File: src/rtl/nfc_pkg.sv
package nfc_pkg;

  typedef enum logic [1:0] {
    RD_ARRAY  = 2'd0,
    RD_ID     = 2'd1,
    RD_STATUS = 2'd2
  } rd_sel_e;

  typedef enum logic [3:0] {
    S_IDLE,
    S_U1,
    S_U2,
    S_PSETUP,
    S_E1,
    S_E2,
    S_E3,
    S_ID,
    S_BYP,
    S_BYP_PS,
    S_BYP_RST,
    S_PROG,
    S_WIN,
    S_ERASE,
    S_SUSP
  } dec_state_e;

  localparam logic [10:0] ADR_A = 11'h555;
  localparam logic [10:0] ADR_B = 11'h2AA;

  localparam logic [7:0] CMD_UNLK1   = 8'hAA;
  localparam logic [7:0] CMD_UNLK2   = 8'h55;
  localparam logic [7:0] CMD_PROG    = 8'hA0;
  localparam logic [7:0] CMD_ERSETUP = 8'h80;
  localparam logic [7:0] CMD_SECTOR  = 8'h30;
  localparam logic [7:0] CMD_CHIP    = 8'h10;
  localparam logic [7:0] CMD_IDENT   = 8'h90;
  localparam logic [7:0] CMD_BYPASS  = 8'h20;
  localparam logic [7:0] CMD_BYPEXIT = 8'h00;
  localparam logic [7:0] CMD_RESET   = 8'hF0;
  localparam logic [7:0] CMD_SUSPEND = 8'hB0;

  function automatic logic cyc_match(input logic [10:0] a, input logic [7:0] d,
                                     input logic [10:0] ea, input logic [7:0] ed);
    return (a == ea) && (d == ed);
  endfunction

  function automatic rd_sel_e sel_of_state(input dec_state_e s);
    case (s)
      S_ID:                    return RD_ID;
      S_PROG, S_WIN, S_ERASE:  return RD_STATUS;
      default:                 return RD_ARRAY;
    endcase
  endfunction

endpackage

File: src/rtl/nfc_sector_dec.sv
module nfc_sector_dec #(
  parameter int SECT_BITS = 3,
  localparam int NSECT = 1 << SECT_BITS
) (
  input  logic [SECT_BITS-1:0] sel,
  output logic [NSECT-1:0]     hot
);
  for (genvar g = 0; g < NSECT; g++) begin : g_dec
    localparam logic [SECT_BITS-1:0] IDX = SECT_BITS'(g);
    assign hot[g] = (sel == IDX);
  end
endmodule

File: src/rtl/nfc_erase_window.sv
module nfc_erase_window #(
  parameter int WIN_CYC = 5000,
  localparam int CNT_W = $clog2(WIN_CYC + 1)
) (
  input  logic clk,
  input  logic rst_n,
  input  logic restart,
  input  logic stop,
  output logic open_o,
  output logic expire_o
);
  localparam logic [CNT_W-1:0] LAST = CNT_W'(WIN_CYC - 1);

  logic [CNT_W-1:0] cnt_q;

  assign expire_o = open_o && (cnt_q == LAST) && !restart && !stop;

  always_ff @(posedge clk or negedge rst_n) begin
    if (!rst_n) begin
      open_o <= 1'b0;
      cnt_q  <= '0;
    end else if (restart) begin
      open_o <= 1'b1;
      cnt_q  <= '0;
    end else if (stop) begin
      open_o <= 1'b0;
      cnt_q  <= '0;
    end else if (open_o) begin
      if (cnt_q == LAST) begin
        open_o <= 1'b0;
        cnt_q  <= '0;
      end else begin
        cnt_q <= cnt_q + 1'b1;
      end
    end
  end

  // an expiry always closes the window on the next cycle
  p_expire_closes_r3: assert property (@(posedge clk) disable iff (!rst_n)
    expire_o |=> !open_o);

  // a restart always leaves the window open
  p_restart_opens_r5: assert property (@(posedge clk) disable iff (!rst_n)
    restart |=> open_o);

endmodule

File: src/rtl/nfc_id_mux.sv
module nfc_id_mux #(
  parameter int          ADDR_W    = 18,
  parameter int          SECT_BITS = 3,
  parameter logic [15:0] MFR_CODE  = 16'h0052,
  parameter logic [15:0] DEV_CODE  = 16'h22BA,
  localparam int NSECT = 1 << SECT_BITS,
  localparam int OFS_W = ADDR_W - SECT_BITS
) (
  input  logic [ADDR_W-1:0] rd_addr,
  input  logic [NSECT-1:0]  prot_mask,
  output logic [15:0]       id_data
);
  logic [NSECT-1:0] rd_hot;
  logic [OFS_W-1:0] ofs;
  logic             prot_bit;

  nfc_sector_dec #(.SECT_BITS(SECT_BITS)) u_rd_dec (
    .sel (rd_addr[ADDR_W-1 -: SECT_BITS]),
    .hot (rd_hot)
  );

  assign ofs      = rd_addr[OFS_W-1:0];
  assign prot_bit = |(rd_hot & prot_mask);

  always_comb begin
    if (ofs == OFS_W'(0))      id_data = MFR_CODE;
    else if (ofs == OFS_W'(1)) id_data = DEV_CODE;
    else if (ofs == OFS_W'(2)) id_data = {15'd0, prot_bit};
    else                       id_data = 16'd0;
  end
endmodule

File: src/rtl/nor_cmd_decoder.sv
module nor_cmd_decoder #(
  parameter int ADDR_W    = 18,
  parameter int SECT_BITS = 3,
  parameter int WIN_CYC   = 5000,
  localparam int NSECT = 1 << SECT_BITS
) (
  input  logic              clk,
  input  logic              rst_n,
  input  logic              wr_en,
  input  logic [ADDR_W-1:0] wr_addr,
  input  logic [15:0]       wr_data,
  input  logic [ADDR_W-1:0] rd_addr,
  input  logic [NSECT-1:0]  prot_mask,
  input  logic              alg_done,
  output logic [1:0]        rd_sel,
  output logic [15:0]       id_data,
  output logic              prog_req,
  output logic [ADDR_W-1:0] prog_addr,
  output logic [15:0]       prog_data,
  output logic              erase_req,
  output logic              erase_chip,
  output logic [NSECT-1:0]  erase_mask,
  output logic              suspend_pulse,
  output logic              resume_pulse,
  output logic              bypass_mode,
  output logic              window_open
);
  import nfc_pkg::*;

  dec_state_e       state_q;
  logic             in_susp_q;
  logic             started_q;
  logic [NSECT-1:0] wr_hot;
  logic [10:0]      a11;
  logic [7:0]       d8;
  logic             c_unlk1, c_unlk2, c_setup;
  logic             win_restart, win_stop, win_expire;
  dec_state_e       base_st, ret_st;

  assign a11 = wr_addr[10:0];
  assign d8  = wr_data[7:0];

  assign c_unlk1 = cyc_match(a11, d8, ADR_A, CMD_UNLK1);
  assign c_unlk2 = cyc_match(a11, d8, ADR_B, CMD_UNLK2);
  assign c_setup = (a11 == ADR_A);

  assign base_st = in_susp_q ? S_SUSP : S_IDLE;
  assign ret_st  = bypass_mode ? S_BYP : base_st;

  nfc_sector_dec #(.SECT_BITS(SECT_BITS)) u_wr_dec (
    .sel (wr_addr[ADDR_W-1 -: SECT_BITS]),
    .hot (wr_hot)
  );

  assign win_restart = wr_en && (d8 == CMD_SECTOR) &&
                       (state_q == S_E3 || state_q == S_WIN);
  assign win_stop    = wr_en && (d8 != CMD_SECTOR) && (state_q == S_WIN);

  nfc_erase_window #(.WIN_CYC(WIN_CYC)) u_window (
    .clk      (clk),
    .rst_n    (rst_n),
    .restart  (win_restart),
    .stop     (win_stop),
    .open_o   (window_open),
    .expire_o (win_expire)
  );

  nfc_id_mux #(.ADDR_W(ADDR_W), .SECT_BITS(SECT_BITS)) u_id (
    .rd_addr   (rd_addr),
    .prot_mask (prot_mask),
    .id_data   (id_data)
  );

  assign rd_sel = sel_of_state(state_q);

  always_ff @(posedge clk or negedge rst_n) begin
    if (!rst_n) begin
      state_q       <= S_IDLE;
      in_susp_q     <= 1'b0;
      started_q     <= 1'b0;
      bypass_mode   <= 1'b0;
      prog_req      <= 1'b0;
      prog_addr     <= '0;
      prog_data     <= '0;
      erase_req     <= 1'b0;
      erase_chip    <= 1'b0;
      erase_mask    <= '0;
      suspend_pulse <= 1'b0;
      resume_pulse  <= 1'b0;
    end else begin
      prog_req      <= 1'b0;
      erase_req     <= 1'b0;
      suspend_pulse <= 1'b0;
      resume_pulse  <= 1'b0;
      case (state_q)
        S_IDLE: if (wr_en && c_unlk1) state_q <= S_U1;
        S_U1: if (wr_en) state_q <= c_unlk2 ? S_U2 : base_st;
        S_U2: if (wr_en) begin
          if (c_setup && d8 == CMD_PROG) state_q <= S_PSETUP;
          else if (!in_susp_q && c_setup && d8 == CMD_ERSETUP) state_q <= S_E1;
          else if (!in_susp_q && c_setup && d8 == CMD_IDENT) state_q <= S_ID;
          else if (!in_susp_q && c_setup && d8 == CMD_BYPASS) begin
            state_q     <= S_BYP;
            bypass_mode <= 1'b1;
          end else state_q <= base_st;
        end
        S_PSETUP, S_BYP_PS: if (wr_en) begin
          if (in_susp_q && |(wr_hot & erase_mask)) begin
            state_q <= base_st;
          end else begin
            prog_req  <= 1'b1;
            prog_addr <= wr_addr;
            prog_data <= wr_data;
            state_q   <= S_PROG;
          end
        end
        S_PROG: if (alg_done) state_q <= ret_st;
        S_E1: if (wr_en) state_q <= c_unlk1 ? S_E2 : S_IDLE;
        S_E2: if (wr_en) state_q <= c_unlk2 ? S_E3 : S_IDLE;
        S_E3: if (wr_en) begin
          if (d8 == CMD_SECTOR) begin
            erase_mask <= wr_hot;
            erase_chip <= 1'b0;
            state_q    <= S_WIN;
          end else if (d8 == CMD_CHIP) begin
            erase_mask <= '1;
            erase_chip <= 1'b1;
            erase_req  <= 1'b1;
            started_q  <= 1'b1;
            state_q    <= S_ERASE;
          end else state_q <= S_IDLE;
        end
        S_WIN: begin
          if (wr_en) begin
            if (d8 == CMD_SECTOR) begin
              erase_mask <= erase_mask | wr_hot;
            end else if (d8 == CMD_SUSPEND) begin
              suspend_pulse <= 1'b1;
              in_susp_q     <= 1'b1;
              state_q       <= S_SUSP;
            end else begin
              erase_mask <= '0;
              state_q    <= S_IDLE;
            end
          end else if (win_expire) begin
            erase_req <= 1'b1;
            started_q <= 1'b1;
            state_q   <= S_ERASE;
          end
        end
        S_ERASE: begin
          if (alg_done) begin
            erase_mask <= '0;
            erase_chip <= 1'b0;
            started_q  <= 1'b0;
            state_q    <= S_IDLE;
          end else if (wr_en && d8 == CMD_SUSPEND && !erase_chip) begin
            suspend_pulse <= 1'b1;
            in_susp_q     <= 1'b1;
            state_q       <= S_SUSP;
          end
        end
        S_SUSP: if (wr_en) begin
          if (d8 == CMD_SECTOR) begin
            resume_pulse <= 1'b1;
            in_susp_q    <= 1'b0;
            state_q      <= S_ERASE;
            if (!started_q) begin
              erase_req <= 1'b1;
              started_q <= 1'b1;
            end
          end else if (c_unlk1) state_q <= S_U1;
        end
        S_ID: if (wr_en && d8 == CMD_RESET) state_q <= S_IDLE;
        S_BYP: if (wr_en) begin
          if (d8 == CMD_PROG) state_q <= S_BYP_PS;
          else if (d8 == CMD_IDENT) state_q <= S_BYP_RST;
        end
        S_BYP_RST: if (wr_en) begin
          if (d8 == CMD_BYPEXIT) begin
            bypass_mode <= 1'b0;
            state_q     <= S_IDLE;
          end else state_q <= S_BYP;
        end
        default: state_q <= S_IDLE;
      endcase
    end
  end

  // a program request only ever follows a bus write
  p_prog_after_write_r1: assert property (@(posedge clk) disable iff (!rst_n)
    prog_req |-> $past(wr_en));

  // status is selected while a program request is issued
  p_prog_status_r1: assert property (@(posedge clk) disable iff (!rst_n)
    prog_req |-> (rd_sel == 2'd2));

  // writes during a running program raise nothing
  p_busy_ignores_r10: assert property (@(posedge clk) disable iff (!rst_n)
    (state_q == S_PROG && !alg_done) |=>
      !prog_req && !erase_req && !suspend_pulse && !resume_pulse);

  // an erase request always names at least one sector
  p_erase_mask_r3: assert property (@(posedge clk) disable iff (!rst_n)
    erase_req |-> (erase_mask != '0));

  // a chip erase covers every sector
  p_chip_full_r4: assert property (@(posedge clk) disable iff (!rst_n)
    (erase_req && erase_chip) |-> (&erase_mask));

  // program, suspend and resume pulses never coincide
  p_pulse_excl_r6: assert property (@(posedge clk) disable iff (!rst_n)
    $onehot0({prog_req, suspend_pulse, resume_pulse}));

  // a suspend hands the bus back to array reads
  p_suspend_array_r6: assert property (@(posedge clk) disable iff (!rst_n)
    suspend_pulse |-> (rd_sel == 2'd0) && !window_open);

endmodule

File: config.mk
export PLATFORM = sky130hd
export DESIGN_NAME = nor_cmd_decoder
export DESIGN_NICKNAME = d
export VERILOG_FILES = /design/src/rtl/nfc_pkg.sv /design/src/rtl/nfc_sector_dec.sv /design/src/rtl/nfc_erase_window.sv /design/src/rtl/nfc_id_mux.sv /design/src/rtl/nor_cmd_decoder.sv
export SDC_FILE = /design/constraint.sdc
export NUM_CORES = 1
export LEC_CHECK = 0
export BUFFER_PORTS_ARGS = -buffer_cell sky130_fd_sc_hd__buf_2
export CAP_MARGIN = 20
export CORE_UTILIZATION = 35
export CTS_CLUSTER_SIZE = 24
export DETAILED_ROUTE_END_ITERATION = 7
export PLACE_DENSITY = 0.59
export SETUP_SLACK_MARGIN = 0.02
export SYNTH_ARGS = -nofsm -noshare
export SYNTH_HDL_FRONTEND = slang
export SYNTH_SLANG_ARGS = --single-unit
export TNS_END_PERCENT = 50
File: constraint.sdc
create_clock -name clk -period 6.2 [get_ports clk]
set_clock_uncertainty 0.2 [all_clocks]
set_input_delay 0 -clock clk [delete_from_list [all_inputs] [get_ports clk]]
set_output_delay 0 -clock clk [all_outputs]
set_load 0.005 [all_outputs]
# Word-level counts from Yosys, hierarchy flattened
# Index checks and enable logic that the tools add are counted.
# word_totals
latch_bits,0
ram_bits,0
word_cells,249
n_memories,0
reg_bits,68
romBits,0
# classes
multipliers,0
addsub,1
bitwise_logic,4
n_div,0
reduce_logical,46
eq_ne,79
n_mux,105
shifts,0
n_lt_le_gt_ge,0
# ops
op,count
4-bit 2-to-1 mux,33
8-bit 2-to-1 mux,7
4-bit case mux with 14 select lines,1
13-bit 2-to-1 mux,4
"2-bit != test, second input constant",25
"8-bit == test, second input constant",6
1-bit 2-to-1 mux,48
16-bit 2-to-1 mux,2
"4-bit == test, second input constant",7
"3-bit == test, second input constant",8
8-bit case mux with 3 select lines,1
1-bit logical AND,19
17-bit AND reduction,1
8-bit AND,2
"4-bit by 3-bit == test with 1-bit output, second input constant",4
"8-bit by 6-bit == test with 1-bit output, second input constant",2
8-bit AND reduction,2
8-bit OR reduction,2
"15-bit by 1-bit == test with 1-bit output, second input constant",1
"15-bit by 2-bit == test with 1-bit output, second input constant",1
15-bit logical NOT,1
"3-bit != test, second input constant",5
"13-bit by 1-bit adder with 13-bit output, second input constant",1
"13-bit == test, second input constant",1
other kinds (32),51

# Depth between registers and ports, before layout
# Gate-level depths: netlist of the first run.
# depth
word_depth,9
mapped_depth,9
ltp_nobuf,7

# Cells and area by module
# A second synthesis of the first run with hierarchy kept.
# hier_totals
hier_cells,433
hier_area_um2,4177.8
# by_module_without_submodules
mod,area_each_um2,cells_each,n_inst
nor_cmd_decoder,3000.4,294,1
nfc_erase_window,843.3,94,1
nfc_id_mux,203.9,29,1
nfc_sector_dec,65.1,8,2

# Least setup slack after synthesis of the first run
# No wires, ideal clock.
# synth_timing
path_kind,reg-to-reg
startpoint,register erase_mask[5]
endpoint,register prog_addr[10]
arrival_time_ps,2007
path_slack_ps,3868
path_stages_with_launch,9
path_buffers,2
synth_period_minus_slack_ps,2332
required_time_ps,5875
setup_ps,125
cell_sequence,dfrtp_1 mux2_2 a22oi_1 o211ai_1 a21o_1 or2_2 clkbuf_1 buf_2 mux2_2
# synth_via
elab_chain_cells,5
# synth_rtl
element,line_no,rtl
"start, declared",nor_cmd_decoder.sv:22,"output logic [NSECT-1:0] erase_mask,"
"start signal, assigned",nor_cmd_decoder.sv:122,erase_mask <= wr_hot;
"start signal, assigned",nor_cmd_decoder.sv:136,erase_mask <= erase_mask | wr_hot;
8-bit AND,nor_cmd_decoder.sv:108,if (in_susp_q && |(wr_hot & erase_mask)) begin
8-bit OR reduction,nor_cmd_decoder.sv:108,
1-bit logical AND,nor_cmd_decoder.sv:108,
1-bit NOT (no source line),--,
3-bit AND reduction (no source line),--,
"end signal, assigned",nor_cmd_decoder.sv:112,prog_addr <= wr_addr;
"end, declared",nor_cmd_decoder.sv:18,"output logic [ADDR_W-1:0] prog_addr,"
# No other way between the ends.
# A chain may end at the register's enable or synchronous reset.

# Worst setup path in the final report of the first run
# layout_timing
startpoint,register state_q[3]
endpoint,register u_window.cnt_q[11]
# layout_via
elab_chain_cells,4
word_cells_on_any_way,8
cone_classes,eq/ne (2); mux (2); reduce/logical (4)
# layout_rtl
element,line_no,rtl
"start, declared",nor_cmd_decoder.sv:30,dec_state_e state_q;
"start signal, assigned",nor_cmd_decoder.sv:97,S_U1: if (wr_en) state_q <= c_unlk2 ? S_U2 : base_st;
"start signal, assigned",nor_cmd_decoder.sv:105,end else state_q <= base_st;
"start signal, assigned",nor_cmd_decoder.sv:109,state_q <= base_st;
4-bit == test / 4-bit by 3-bit == test with 1-bit output (equally long branches),"nor_cmd_decoder.sv:56, nor_cmd_decoder.sv:57",
1-bit logical AND / 1-bit logical OR (equally long branches),"nor_cmd_decoder.sv:57, nor_cmd_decoder.sv:56",
13-bit 2-to-1 mux / 1-bit logical AND (equally long branches),"nfc_erase_window.sv:25, nor_cmd_decoder.sv:55",
13-bit 2-to-1 mux / 3-bit nonzero test (equally long branches),--,
"end signal, assigned",nfc_erase_window.sv:33,cnt_q <= cnt_q + 1'b1;
"end, declared",nfc_erase_window.sv:14,logic [CNT_W-1:0] cnt_q;
# Several ways; a longest one is shown, not always the timed one.

==> run summary, run 1 <==
The number of synthesized flops with an enable pin was 0. Following the worst setup path forward leads to its endpoint at u_window.cnt_q[11]$_DFFE_PN0P_. Summed over its instances, the top area cell type makes up 40.7% of the synthesized netlist area. The run gives 0 as the number of violations of the max-capacitance limit. The design draws 2.00 mW. Of the total power, registers draw 39.0%.

The logs give 350 for the first-iteration detailed-routing DRC count and 2 for the worst-case clock buffer depth. In this run the power spent charging and discharging nets is 714 uW. The TritonCTS buffer count was 9. Once the floorplan was initialized, standard cells occupied 36.3% of the core. The vias per cell was 5.46. The path class of the tightest hold or removal check is primary input to primary output. Among cell families on the critical path, the largest total delay comes from flip-flops.

In the global route stage, overall resource usage came out at 19.7%. The buffer and inverter count on the worst path came out at 1. Boundary pin count: 131. The flow ran to the end, but the final reports show violations. The detail route stage leaves a number of antenna-violating nets equal to 0. After detailed routing, the met3 layer carries 769 um of wire.

The floorplan has 39 rows. Number of cells on the critical path: 7. Compared with the post-synthesis result, the final layout area differs by 31.0%.

The worst register-to-register path has a depth of 7. Of all nets on the critical path, the largest fanout is 34. The x dimension of the die was 111 um; the number of global-route vias before repair was 3842. The critical path is of the register to register type. The tools report the initial antenna violation count as 0. The startpoint identified for the worst register-to-register timing path is state_q[3]$_DFFE_PN0P_. For the pin with the worst max-slew slack, the measured transition is 1.01 ns.

Setup repair after global routing left no endpoint under its margin. In this run the register-to-register setup slack is 3.29 ns. The placement-stage worst setup slack is 3.33 ns.

The final reports fail on DRC. The endpoint identified for the worst register-to-register timing path is u_window.cnt_q[11]$_DFFE_PN0P_. For this design the ratio of total power to cell area is 366 nW/um2.

Synthesis inferred 68 register bits. Utilization after layout: 47.5%. Summed over all nets, wire length on met2 after detailed routing comes to 5610 um. Register clock-pin slew on the reported worst setup and hold paths: 0.06 ns. For the worst setup path, the data required time is 6.20 ns.

The total setup violations reported at the end of the flow is 0. Sorting the synthesized cells by area gives the leading types as sky130_fd_sc_hd__dfrtp_1 41%, sky130_fd_sc_hd__mux2_2 11%, sky130_fd_sc_hd__xor2_1 2.9%, sky130_fd_sc_hd__nand2_1 2.7%, sky130_fd_sc_hd__nor2_1 2.6%. Once the clock tree was built, the setup fixing pass inserted 0 buffers.

Net switching is 35.7% of the power. The clock root buffer was sky130_fd_sc_hd__clkbuf_16. The logs give 0 for the number of gates resized after CTS and 636 for the net count reported at finish. TritonCTS built the clock tree. In the routed design, unresolved DRC markers number 6.

The area of the placeable core is 11500 um2, and the final routed wirelength across all metal layers is 11800 um. Worst max-slew margin expressed relative to the limit: 32.9%. The power share of the combinational group is 37.7%, and the clock network fraction of total power is 23.3%. Entering global routing, the biggest net connects 69 pins.

The H-tree was split into 3 levels. The first global-routing pass estimated 19500 um of wire. The number of instances in the synthesized netlist is 429, and the clock sink total is 68. The number of hold-slack violations in the final timing report was 0.

For this run, the leading register cell type out of synthesis is sky130_fd_sc_hd__dfrtp_1. The worst setup path is captured at a register. Average wire per standard cell: 16.5 um. The tools report the count of final max-slew check failures as 0. The floorplan step set the die height to 111 um.

The average instance in the mapped netlist occupies 9.74 um2. Sum of overflow across all layers after global routing: 0. The length of routed wiring on met1 is 5240 um, and the summed negative setup slack over all endpoints is 0 ns. STA puts the critical path data arrival time at 2.91 ns. Synthesis instantiated 63 different standard cells from the library. The largest individual stage delay along the critical path comes from the cell sky130_fd_sc_hd__dfrtp_1. The antenna diode count came out at 0.

The congestion estimate from routability-driven global placement came to 0.937. Critical path launch point type: a register. The signal on the critical path passes through nor4bb_1 > buf_4 > a21oi_1 > a21boi_1 > nand4_1 > xor2_1 > nor2_1.

The post-route netlist has 33.2% of its cells at a drive strength greater than 1. The netlist area before placement was 4180 um2; the sequential fraction of the synthesis area was 40.7%. For the final critical-path setup slack, the log shows 3.29 ns. The later pin in the worst-skew pair is clocked with a latency of 0.33 ns. The achievable frequency was 344 MHz; the share of async-settable or async-resettable flops after synthesis was 100%.

Cell taking the most area after synthesis: sky130_fd_sc_hd__dfrtp_1. The most critical setup path has its startpoint at state_q[3]$_DFFE_PN0P_. In this run the tool buffered the top-level ports with 123 buffer cells. The highest layer touched by signal routing is met4. The period utilization is 46.9%, and the minimum period implied by the final worst setup slack is 2.91 ns. The stage delay of the slowest cell on the critical path is 1.00 ns. Total vias in the final route: 3923.

The logs give 8070 um for the HPWL after detailed placement and 7 for the number of iterations in the first detailed-routing pass. Peak supply drop: 0.000202 V. The logs give 2.52 nW for the leakage power summed over all cells and 1.29 mW for the internal power summed over all cells.

The total of warnings raised by yosys was 0. The area of the die came out at 12400 um2.
## power groups by stage
stage	logic [mW]	registers, mW	clock network, mW
after floorplan	0.525	0.708	0
after global placement	0.724	0.770	0
after detailed placement	0.732	0.779	0
after CTS	0.752	0.776	0.483
after global routing	0.834	0.811	0.498
final	0.753	0.781	0.467
## how the worst min path moves through the flow
stage	startpoint	endpoint	slack, ns	cells past startpoint
CTS	rd_addr[0]	id_data[0]	0.06	3
global route	rd_addr[0]	id_data[0]	0.08	3
finish	rd_addr[0]	id_data[0]	0.06	3
floorplan	rst_n	bypass_mode$_DFFE_PN0P_	-0.50	0
detailed placement	wr_data[14]	prog_data[14]$_DFFE_PN0P_	0.04	2
global placement	wr_data[13]	prog_data[13]$_DFFE_PN0P_	0.03	2
## layer usage
metal	vias up	track usage, %
met2	174	32.4
met5	-	0
met4	0	6.85
li1	1858	-
met3	17	4.43
met1	1874	25.3
## cells by family (layout without fill, tap and decap cells)
logic type | Yosys count | count (layout) | synth area share (%)
xor gates and xnor gates | 15 | 15 | 3.14
adders and majority gates | 1 | 1 | 0.299
muxes | 44 | 44 | 12.3
AOI/OAI and AO/OA | 76 | 76 | 12.8
buffers and inverters | 46 | 186 | 5.45
and+or+nand+nor | 178 | 178 | 25.1
other | 1 | 7 | 0.0898
DFF | 68 | 68 | 40.7
## registers in the layout (all words and copies together), names as in the netlist
signal	count
bypass_mode	1
erase_chip	1
erase_mask	8
erase_req	1
in_susp_q	1
prog_addr	18
prog_data	16
prog_req	1
resume_pulse	1
started_q	1
state_q	4
suspend_pulse	1
u_window.cnt_q	13
u_window.open_o	1
## cell usage in the layout, fill, tap and decap left out, types with 5 or more instances in the layout
cell,Yosys,layout
sky130_fd_sc_hd__nor4_1,6,6
sky130_fd_sc_hd__conb_1,1,7
sky130_fd_sc_hd__mux2_2,40,40
sky130_fd_sc_hd__inv_1,6,6
sky130_fd_sc_hd__nand4_1,15,15
sky130_fd_sc_hd__nor2b_1,10,10
sky130_fd_sc_hd__nor3_1,13,13
sky130_fd_sc_hd__a22o_1,5,5
sky130_fd_sc_hd__and4b_1,5,5
sky130_fd_sc_hd__nand2b_1,6,6
sky130_fd_sc_hd__o21ai_0,16,16
sky130_fd_sc_hd__nor4bb_1,8,8
sky130_fd_sc_hd__o31ai_1,7,7
sky130_fd_sc_hd__xor2_1,14,14
sky130_fd_sc_hd__nor2_1,29,29
sky130_fd_sc_hd__nand2_1,30,30
sky130_fd_sc_hd__clkbuf_16,0,9
sky130_fd_sc_hd__a21oi_1,13,13
sky130_fd_sc_hd__and2_1,7,7
sky130_fd_sc_hd__nand3_1,16,16
sky130_fd_sc_hd__dlygate4sd3_1,0,40
sky130_fd_sc_hd__dfrtp_1,68,68
sky130_fd_sc_hd__nand3b_1,6,6
sky130_fd_sc_hd__nor4b_1,5,5
sky130_fd_sc_hd__buf_2,5,123
sky130_fd_sc_hd__and3_1,5,5
## worst reg2reg max path: cells and delay by family (launching register included)
family,cells,cell delay [ns]
buf+inv,1,0.21
xor+xnor,1,0.18
flops,1,1.00
simple gates,3,0.56
compound gates,2,0.62
## Yosys cell counts (all sizes together), types with 2 or more instances
master	number
o21a	2
a21oi	13
a22oi	2
o2bb2ai	4
nor4b	5
nand4	15
a31oi	3
a21o	2
o22ai	3
or4b	2
nand4b	4
or4	2
o31ai	8
inv	6
nor2b	10
and4b	5
xor2	14
nand2	30
nand3b	6
or2	2
nor4bb	8
mux2	40
nand3	16
dfrtp	68
o211ai	4
o41ai	2
mux4	2
and2	7
nor2	29
buf	20
mux2i	2
a22o	5
clkbuf	20
nor3b	2
nor4	7
nand2b	6
o21ai	17
nor3	13
and3	6
## metrics by stage
step                hold slack, ns  std cells  area [um2]
floorplan                   -0.496        435        4200
global placement            0.0310        663        4800
detailed placement          0.0355        663        4800
CTS                         0.0581        718        5470
global route                0.0805        718        5470
finish                      0.0580        718        5470
## area by class of cell
class / count / area, um2
Fill cell: 1100 / 6040
Clock inverter: 6 / 42.5
Sequential cell: 68 / 1700
Tap cell: 143 / 179
Inverter: 6 / 22.5
Clock buffer: 9 / 225
Multi-Input combinational cell: 321 / 2270
Timing Repair Buffer: 165 / 1030
## what timing repair did
item / 4_1_cts / 5_1_grt
hold buffers: 40 / 0
setup endpoints to repair: 0 / 0
hold endpoints to repair: 116 / 0
(Power assumes the default switching activity.)
==> run 2, diff against run 1 <==
==> constraint.sdc (replaced) <==
create_clock -name clk -period 3 [get_ports clk]
set_clock_uncertainty 0.2 [all_clocks]
set_input_delay 0 -clock clk [delete_from_list [all_inputs] [get_ports clk]]
set_output_delay 0 -clock clk [all_outputs]
set_load 0.005 [all_outputs]
==> run 2 against run 1 <==
  * The flow still finishes with violations (DRC)
  * Count of clock-buffer cells in the layout unchanged
  * Setup slack lost 3.0 ns
  * Sequential share of layout area down 0.90 points
  * Non-clock buffer count rose by 12
  * Critical path type is now primary input to register
  * Largest power group is now combinational logic
==> run summary, run 2 (synthesis gave the netlist of run 1 again) <==
The critical path launch point type was a primary input. The worst-case clock buffer depth is 2 (unchanged), and the worst max-slew margin expressed relative to the limit is 43.8% (+11 points). For the overall global routing resource usage, the log shows 19.5% (-0.13 points).

The run gives 19500 um (about the same) as the first-pass GRT wire length. The antenna diode count came out at 0 (unchanged). The critical path is of the primary input to register type. The power per cell area was 785 nW/um2 (+110%). TritonCTS built the clock tree. The number of I/O port buffers works out to 123 (unchanged).

The logs give 1700 um2 (unchanged) for the sequential cell area and 3.02 ns (-3.18 ns) for the worst endpoint required time. The tools report the hold path endpoint as id_data[6]. Number of iterations in the first detailed-routing pass: 8 (+1). The number of buffers inserted by hold repair at cts was 39 (-2.5%); the peak supply drop was 0.000547 V (+170%). The logs give 2.69 ns (-0.22 ns) for the data arrival at the endpoint of the critical path and 0 (unchanged) for the initial antenna violation count. The height of the die was 111 um (unchanged).

Sum of overflow across all layers after global routing: 0 (unchanged). The worst hold slack is 0.0549 ns (-0.00313 ns), and the achievable frequency is 375 MHz. The row count was 39 (unchanged); the vias per cell was 5.41 (-1.0%).

The hold path depth is 3 (unchanged), and the ratio of cells with drive above 1 in the final layout is 34.9% (+1.6 points). The remaining antenna violation count after routing was 0 (unchanged); the final routed wirelength across all metal layers was 11700 um (-1.3%). The final reports fail on DRC. The clock root buffer is sky130_fd_sc_hd__clkbuf_16.

The x dimension of the die is 111 um (unchanged). The run gives 5550 um (-1.0%) as the met2 wire length. Multi-input gate area in the final layout: 2270 um2 (unchanged).

The worst-case reg-to-reg path depth works out to 8 (+1). In this run the top signal layer used is met4. The leakage power summed over all cells was 2.61 nW (+3.8%); the HPWL after detailed placement was 8210 um (+1.8%). The initial standard-cell utilization of the core is 36.3% (unchanged), and the placer's final routability congestion estimate is 0.880 (-6.1%). The register-to-register setup slack is 0.46 ns (-2.83 ns).

The kind of path behind the tightest hold check was primary input to primary output. The logs give 11500 um2 (unchanged) for the area of the placeable core and 1102 (+0.18%) for the number of filler instances in the final layout. For the net count reported at finish, the log shows 648 (+1.9%).

The number of gates resized after CTS came out at 0 (unchanged). The number of global-route vias before repair was 4015 (+4.5%). The endpoint kind of the worst setup timing path was a register. The tools report the origin of the worst min-delay path as rd_addr[1]. The internal power summed over all cells was 2.92 mW (+130%). For the sequential power share, the log shows 35.0% (-4.0 points). The top cell types in the final layout, fill and taps aside, are 123 x sky130_fd_sc_hd__buf_2, 68 x sky130_fd_sc_hd__dfrtp_1, 40 x sky130_fd_sc_hd__mux2_2. TritonCTS buffer count: 9 (unchanged). The power share of the combinational group was 38.5% (+0.8 points); the register clock-pin slew on the reported worst setup and hold paths was 0.06 ns (about the same).

The pin count of the biggest net entering global routing came out at 69 (unchanged). prog_addr holds more flip-flops than any other register. The slew at the pin closest to its max-slew limit came out at 0.843 ns (-0.163 ns). Power dissipated by switching net loads: 1.50 mW (+110%). For the clock sink total, the log shows 68 (unchanged). Leaving out fill and tap cells, the most frequent cell in the layout is sky130_fd_sc_hd__buf_2. The number of hold-slack violations in the final timing report was 0 (unchanged); the total setup buffers inserted after CTS was 0 (unchanged). The switching share of total power is 33.9% (-1.8 points). The flow ran to the end, but the final reports show violations. The post-route total power was 4.42 mW (+120%). The clock network fraction of total power was 26.6% (+3.3 points); the average wire per standard cell was 16.0 um (-3.0%).

The tools report the number of violations of the max-capacitance limit as 0 (unchanged). The run gives 0 (unchanged) as the total setup violations reported at the end of the flow. Summed negative setup slack over all endpoints: 0 ns (unchanged).

The relative area change from synthesis to final layout was 34.9%. The count of final max-slew check failures came out at 0 (unchanged). Setup repair after global routing left no endpoint under its margin. The worst path uses 88.8% of the clock period. The detailed-route DRC error count is 6 (unchanged). The number of levels in the clock H-tree came out at 3 (unchanged). The first-iteration detailed-routing DRC count is 268 (-23%), and the maximum fanout count along the critical path is 8 (-76%).

The number of flip-flops in the largest register was 18 (unchanged); the detailed-routed wire length on met3 was 709 um (-7.8%). The length of routed wiring on met1 was 5190 um (-0.95%). Boundary pin count: 131 (unchanged). The total vias in the final route came out at 3953 (+0.76%).

Clock latency on the worst-skew pair: 0.33 ns (about the same). The startpoint identified for the worst register-to-register timing path is state_q[2]$_DFFE_PN0P_. The clock period could shrink to 2.67 ns.

Terminus of the critical flop-to-flop path: u_window.cnt_q[7]$_DFFE_PN0P_. The area of the die was 12400 um2 (unchanged). In the final layout, the registers with the most flip-flops are prog_addr (18), prog_data (16), u_window.cnt_q (13).
## run 2: cell count changes in the layout (fill, tap and decap cells not counted), sizes merged
cell         previous run  this run
bufinv                  0         2
inv                     6         9
clkinv                  4         1
buf                   125       138
clkinvlp                2         1
dlygate4sd3            40        39
## run 2: layout make-up
class | instances | area share [%]
Inverter | 6 | 0.400
Sequential cell | 68 | 30.2
Timing Repair Buffer | 177 | 20.1
Clock buffer | 9 | 4.00
Tap cell | 143 | 3.17
Clock inverter | 7 | 1.87
Multi-Input combinational cell | 321 | 40.3
## run 2: worst max path at each step
stage	depth (start not counted)	slack (ns)	endpoint	start
after detailed placement	8	0.52	u_window.cnt_q[7]$_DFFE_PN0P_	state_q[2]$_DFFE_PN0P_
after global routing	8	0.27	erase_mask[7]$_DFFE_PN0P_	wr_data[1]
after floorplan	8	0.67	prog_addr[10]$_DFFE_PN0P_	erase_mask[5]$_DFFE_PN0P_
after CTS	8	0.37	erase_mask[7]$_DFFE_PN0P_	wr_data[1]
final	8	0.33	erase_mask[7]$_DFFE_PN0P_	wr_data[1]
after global placement	7	0.57	state_q[1]$_DFFE_PN0P_	u_window.cnt_q[4]$_DFFE_PN0P_
## run 2: metal layers
layer,vias up,GRT usage (%)
met5,-,0
li1,1878,-
met4,0,8.11
met3,20,4.81
met2,146,32.2
met1,1909,24.4
## run 2: through the flow
stage | util (%) | std cells | instance area, um2 | setup WS (ns)
finish | 48.9 | 731 | 5640 | 0.335
floorplan | - | 435 | 4200 | 0.668
detailed placement | 42.7 | 676 | 4910 | 0.515
CTS | 48.9 | 731 | 5640 | 0.370
global route | 48.9 | 731 | 5640 | 0.266
global placement | 42.7 | 676 | 4910 | 0.571
## run 2: critical path, cell delays in order
cell	delay [ns]
sky130_fd_sc_hd__dlygate4sd3_1	0.54
sky130_fd_sc_hd__buf_2	0.17
sky130_fd_sc_hd__or4_1	0.66
sky130_fd_sc_hd__or4b_4	0.56
sky130_fd_sc_hd__o21ai_2	0.17
sky130_fd_sc_hd__and3_4	0.24
sky130_fd_sc_hd__o31ai_4	0.11
sky130_fd_sc_hd__a22o_1	0.25
## run 2: power groups by stage
stage | sequential (mW) | clock, mW | combinational, mW
after floorplan | 1.46 | 0 | 1.09
after global placement | 1.53 | 0 | 1.66
after detailed placement | 1.55 | 0 | 1.66
after CTS | 1.54 | 1.20 | 1.71
after global routing | 1.59 | 1.24 | 1.88
final | 1.55 | 1.18 | 1.70
